[config.mk]
export PLATFORM = sky130hd
export DESIGN_NAME = txpat_source
export DESIGN_NICKNAME = d
export VERILOG_FILES = /design/src/rtl/txpat_pkg.sv /design/src/rtl/txpat_enable_reg.sv /design/src/rtl/txpat_lfsr.sv /design/src/rtl/txpat_char_build.sv /design/src/rtl/txpat_out_stage.sv /design/src/rtl/txpat_source.sv
export SDC_FILE = /design/constraint.sdc
export NUM_CORES = 1
export LEC_CHECK = 0
export BUFFER_PORTS_ARGS = -buffer_cell sky130_fd_sc_hd__buf_2
export CORE_MARGIN = 2
export CORE_UTILIZATION = 50
export CTS_BUF_LIST = sky130_fd_sc_hd__clkbuf_2
export CTS_CLUSTER_DIAMETER = 150
export CTS_CLUSTER_SIZE = 8
export DETAILED_ROUTE_END_ITERATION = 10
export GPL_TIMING_DRIVEN = 1
export HOLD_SLACK_MARGIN = 0.02
export PLACE_DENSITY_LB_ADDON = 0.15
export RECOVER_POWER = 25
export SETUP_SLACK_MARGIN = 0.05
export SLEW_MARGIN = 15
export SYNTH_ARGS = -nofsm -noshare
export SYNTH_HDL_FRONTEND = slang
export SYNTH_SLANG_ARGS = --single-unit
[constraint.sdc]
create_clock -name clk -period 1.56 [get_ports clk]
set_clock_uncertainty 0.15 [all_clocks]
set_input_delay 0.156 -clock clk [delete_from_list [all_inputs] [get_ports clk]]
set_output_delay 0.156 -clock clk [all_outputs]
set_load 0.02 [all_outputs]
[src/rtl/txpat_pkg.sv]
// Package: shared widths and constants for the transmit self-test source.
// Assumes the character is exactly one bit wider than the generator state.
package txpat_pkg;
    localparam int LFSR_W   = 9;
    localparam int CHAR_W   = LFSR_W + 1;
    localparam int TAP_HI   = 9;
    localparam int TAP_LO   = 5;
    localparam int SEQ_LEN  = (1 << LFSR_W) - 1;

    typedef logic [CHAR_W-1:0] char_t;
endpackage

[src/rtl/txpat_enable_reg.sv]
// Module: registers the self-test enable level once per character clock.
// Assumes the enable is a quasi-static level that is already synchronous to clk.
// Reset forces the registered enable to zero, so self-test is off.
module txpat_enable_reg (
    input  logic clk,
    input  logic rst_n,
    input  logic en_in,
    output logic en_q
);
    // Capture the enable level; reset clears it.
    always_ff @(posedge clk) begin
        if (!rst_n) en_q <= 1'b0;
        else        en_q <= en_in;
    end
endmodule

[src/rtl/txpat_lfsr.sv]
// Module: Fibonacci shift-register generator with two feedback taps.
// While run is low the state is held at the all-ones seed. While run is high it
// shifts left one place per clock, and the tap XOR enters at bit 0.
// Assumes TAP_HI = W and the taps give a maximal-length polynomial.
module txpat_lfsr #(
    parameter int W      = 9,
    parameter int TAP_HI = 9,
    parameter int TAP_LO = 5
) (
    input  logic         clk,
    input  logic         rst_n,
    input  logic         run,
    output logic [W-1:0] state,
    output logic         at_seed
);
    localparam logic [W-1:0] SEED = '1;

    logic feedback;
    logic [W-1:0] nxt;

    // Feedback bit from the two polynomial taps.
    assign feedback = state[TAP_HI-1] ^ state[TAP_LO-1];

    // Next state: shift toward the MSB and insert the feedback bit.
    always_comb begin
        nxt = {state[W-2:0], feedback};
    end

    // Hold the seed while idle or in reset; advance while running.
    always_ff @(posedge clk) begin
        if (!rst_n || !run) state <= SEED;
        else                state <= nxt;
    end

    // Flag the seed state so the output stage can mark the start of a pass.
    assign at_seed = (state == SEED);
endmodule

[src/rtl/txpat_char_build.sv]
// Module: forms a pattern character from the generator state by adding an
// even-parity bit above the state bits. Purely combinational.
// Assumes CW = W + 1.
module txpat_char_build #(
    parameter int W  = 9,
    parameter int CW = 10
) (
    input  logic [W-1:0]  state,
    output logic [CW-1:0] pat_char
);
    logic [W-1:0] chain;

    // Running XOR across the state bits; the top of the chain is the parity.
    genvar gi;
    generate
        for (gi = 0; gi < W; gi++) begin : g_par
            if (gi == 0) begin : g_first
                assign chain[gi] = state[gi];
            end else begin : g_rest
                assign chain[gi] = chain[gi-1] ^ state[gi];
            end
        end
    endgenerate

    // Parity bit above the state bits.
    assign pat_char = {chain[W-1], state};
endmodule

[src/rtl/txpat_out_stage.sv]
// Module: output register. It selects the pattern character or the user
// character and registers the start-of-sequence marker.
// Assumes sel_pat is the registered enable. The user path has one cycle of latency.
module txpat_out_stage #(
    parameter int CW = 10
) (
    input  logic          clk,
    input  logic          rst_n,
    input  logic          sel_pat,
    input  logic [CW-1:0] pat_char,
    input  logic          pat_first,
    input  logic [CW-1:0] user_char,
    output logic [CW-1:0] tx_char,
    output logic          seq_start
);
    logic [CW-1:0] mux_char;

    // Choose between the test pattern and user data.
    always_comb begin
        mux_char = sel_pat ? pat_char : user_char;
    end

    // Register the chosen character and the marker; reset clears both.
    always_ff @(posedge clk) begin
        if (!rst_n) begin
            tx_char   <= '0;
            seq_start <= 1'b0;
        end else begin
            tx_char   <= mux_char;
            seq_start <= sel_pat & pat_first;
        end
    end
endmodule

[src/rtl/txpat_source.sv]
// Module: transmit self-test character source for one channel (top level).
// While the enable is off it passes the user character with one cycle of latency.
// While the enable is on it sends a 511-character pseudo-random sequence that
// starts at the all-ones seed, together with a start-of-pass marker.
// Assumes a single character clock and a synchronous active-low reset.
module txpat_source
    import txpat_pkg::*;
#(
    parameter int STATE_W = LFSR_W,
    parameter int OUT_W   = CHAR_W,
    parameter int FB_HI   = TAP_HI,
    parameter int FB_LO   = TAP_LO
) (
    input  logic             clk,
    input  logic             rst_n,
    input  logic             bist_en,
    input  logic [OUT_W-1:0] user_char,
    output logic [OUT_W-1:0] tx_char,
    output logic             seq_start
);
    logic               bist_on;
    logic [STATE_W-1:0] lfsr_state;
    logic               lfsr_at_seed;
    logic [OUT_W-1:0]   pat_char;

    // Registered enable; cleared by reset.
    txpat_enable_reg u_en (
        .clk   (clk),
        .rst_n (rst_n),
        .en_in (bist_en),
        .en_q  (bist_on)
    );

    // Pattern generator; reseeded whenever self-test is off.
    txpat_lfsr #(
        .W      (STATE_W),
        .TAP_HI (FB_HI),
        .TAP_LO (FB_LO)
    ) u_lfsr (
        .clk     (clk),
        .rst_n   (rst_n),
        .run     (bist_on),
        .state   (lfsr_state),
        .at_seed (lfsr_at_seed)
    );

    // State plus parity bit forms the pattern character.
    txpat_char_build #(
        .W  (STATE_W),
        .CW (OUT_W)
    ) u_build (
        .state    (lfsr_state),
        .pat_char (pat_char)
    );

    // Output select and register.
    txpat_out_stage #(
        .CW (OUT_W)
    ) u_out (
        .clk       (clk),
        .rst_n     (rst_n),
        .sel_pat   (bist_on),
        .pat_char  (pat_char),
        .pat_first (lfsr_at_seed),
        .user_char (user_char),
        .tx_char   (tx_char),
        .seq_start (seq_start)
    );
endmodule


==> run_results.csv <==
group,metric,value,unit
synthesis,synthTopCellsByArea,"dfxtp_1, mux2i_1, nor2b_1",
placement,portBuffers,23,
timing,slew_headroom,72.27,%
worst_setup_path,crit_family,"XOR/XNOR gates",
worst_setup_path,cp_common_cell,"xnor2_1",
worst_setup_path,arrival,1.50,ns
cts,root_buffer,"clkbuf_2",
drt,wl_per_cell,12.45,um
synthesis,synth-main-ff-cell,"dfxtp_1",
drt,finalWirelength,1.481,mm
placement,dp_hpwl,945,um
layout,final_nets,119,
worst_setup_path,crit_type,"register to register",
global_routing,grt_pass1_vias,551,
cts,cts_buffer_depth,2,
timing,slew_violations,0,
cts,clk_pin_slew_worst_paths,0.19,ns
synthesis,synth_most_common_cell,"dfxtp_1",
cts,htreeDepth,1,
synthesis,avgSynthCellArea,11.47,um2
power,ir_drop,0.0005305,V
synthesis,synth_enable_flop_cells,0,
layout,antenna_cells,0,
timing,setup_violations,0,
hold_path,worstHoldStart,"u_lfsr.state[1]",
global_routing,overflow,0,
synthesis,yosysWarningCount,0,
synthesis,syn-instance-count,65,
floorplanning,placementRows,13,
global_routing,grt_use_total,17.83,%
synthesis,synth_area,745.7,um2
cts,cts_num_sinks,21,
drt,drc,0,
floorplanning,fp.coreArea,1350,um2
worst_setup_path,cp_max_fo,3,
synthesis,synth_top_area_cell,"dfxtp_1",
synthesis,async_flop_share,0,%
power,powerDensity,882.0,nW/um2
layout,drive_gt1_share,28.85,%
run,maxCapViolCount,0,
worst_setup_path,startpoint,"u_lfsr.state[1]",
drt,firstDrtPassIters,4,
worst_setup_path,cp-start-kind,"register",
placement,placed_cells_incl_taps,103,
drt,detail-route-antenna-nets,0,
synthesis,synthTopCellsByCount,"dfxtp_1, mux2i_1, nor2b_1, or2_1, xnor2_1",
synthesis,synth-seq-cells,21,
cts,post-cts-setup-buffer-count,0,
timing,hold_viol,0,
worst_setup_path,r2r-start,"u_lfsr.state[1]",
global_routing,grt_pass1_wl,2.366,mm
cts,numCtsBuffers,3,
global_routing,grt_max_degree,13,
synthesis,yosys.cell_types.count,15,
placement,gp_congestion,0.6934,
timing,period_needed,1.424,ns
worst_setup_path,reg2reg_slack,0.14,ns
drt,drt_first_iter_violations,7,
synthesis,syn_nets,79,
worst_setup_path,path_buf_inv,0,
status,status,"complete, no violations",
timing,rsz0062_at_grt,"false",
drt,vias_per_cell,4.790,
timing,worst_pin_slew,0.4160,ns
timing,fin_crit_sh,91.28,%
worst_setup_path,cp-end-kind,"register",
worst_setup_path,path_cells,"ha_4 > xor2_1 > xnor2_1 > xnor2_1 > a21oi_1",
timing,max_freq,0.7023,GHz
worst_setup_path,worstPathRequired,1.64,ns
floorplanning,dieArea,1816,um2
worst_setup_path,cp_slowest_cell,"dfxtp_2",
synthesis,yosys.area.top_type_share,56.38,%
cts,cts_tree,"done",
floorplanning,start_util,55.24,%
drt,vias,570,
floorplanning,num_io_pins,24,
floorplanning,die_h,42.62,um
layout,instances_no_fill,119,
worst_setup_path,slowest_delay,0.38,ns
cts,worst_skew_pair.late_latency,0.32,ns
layout,areaGrowthSynthToFinish,38.26,%
floorplanning,die_w,42.62,um
synthesis,synth-seq-area-share,56.38,%
hold_path,hp-class,"register to register",
power,p_leak,0.4463,nW
global_routing,antenna_found_initial,0,
timing,setup_tns,0,ns
stage by stage:
step	area, um2	setup WS (ns)	utilization, %	total power [mW]	hold slack, ns
5_1_grt	1031	0.02100	76.37	0.9560	0.3946
2_1_floorplan	745.7	0.1971	-	0.6389	0.1333
3_3_place_gp	883.3	0.1686	65.43	0.6767	0.2196
4_1_cts	1023	0.1235	75.81	0.9181	0.3627
3_5_place_dp	883.3	0.1428	65.43	0.6791	0.2243
6_report	1031	0.1361	76.37	0.9094	0.3676
registers in the layout, summed over array words and instances, names as in the netlist:
name	count
u_out.tx_char	10
u_lfsr.state	9
u_out.seq_start	1
u_en.en_q	1
area by class of cell:
class,instances,area [um2]
fillers,106,319.1
well taps,15,18.77
clock buffers,3,15.01
multi-input cells,42,326.6
repair buffers,37,242.7
flip-flops and latches,21,422.9
clock inverters,1,5.005
repair_timing:
| item | 4_1_cts | 5_1_grt |
|---|---|---|
| hold buffers | 12 | 0 |
| setup endpoints to repair | 0 | 1 |
| resized for setup | 0 | 3 |
| hold endpoints to repair | 11 | 0 |
cells in the final DEF, fill, tap and decap left out, drive strengths merged, types with 2 or more instances in the layout:
cell and instances:
or2 9, mux2i 9, xnor2 5, nor2b 9, clkbuf 5, dfxtp 21, nand4 2, buf 23
xor2 2, dlygate4sd3 12
kinds of logic after synthesis:
group | count (synthesis) | synth area share (%)
AO/OA/AOI/OAI | 2 | 1.341
XOR/XNOR | 7 | 8.222
adder cells (fa/ha/maj) | 1 | 1.678
buffers and inverters | 2 | 1.510
flip-flops | 21 | 56.38
multiplexers | 9 | 12.08
AND/OR/NAND/NOR | 23 | 18.79
power breakdown:
part	internal (mW)	switching [mW]
sequential	0.558	0.00583
clock	0.0581	0.159
combinational	0.0660	0.0623
final timing paths:
check | end | cells after the start
max | u_out.tx_char[9] | 5
min | u_lfsr.state[2] | 1
max reg2reg | u_out.tx_char[9] | 5
min reg2reg | u_lfsr.state[2] | 1
routing by layer:
| metal | vias to the layer above | GRT usage (%) | part of all wire [%] |
|---|---|---|---|
| met5 | - | 0 | 0 |
| met4 | 0 | 9.375 | 1.4 |
| met3 | 4 | 3.879 | 3.8 |
| met2 | 17 | 29.09 | 48 |
| met1 | 260 | 21.60 | 46 |
| li1 | 289 | - | - |
Power figures use the tool's default switching activity.
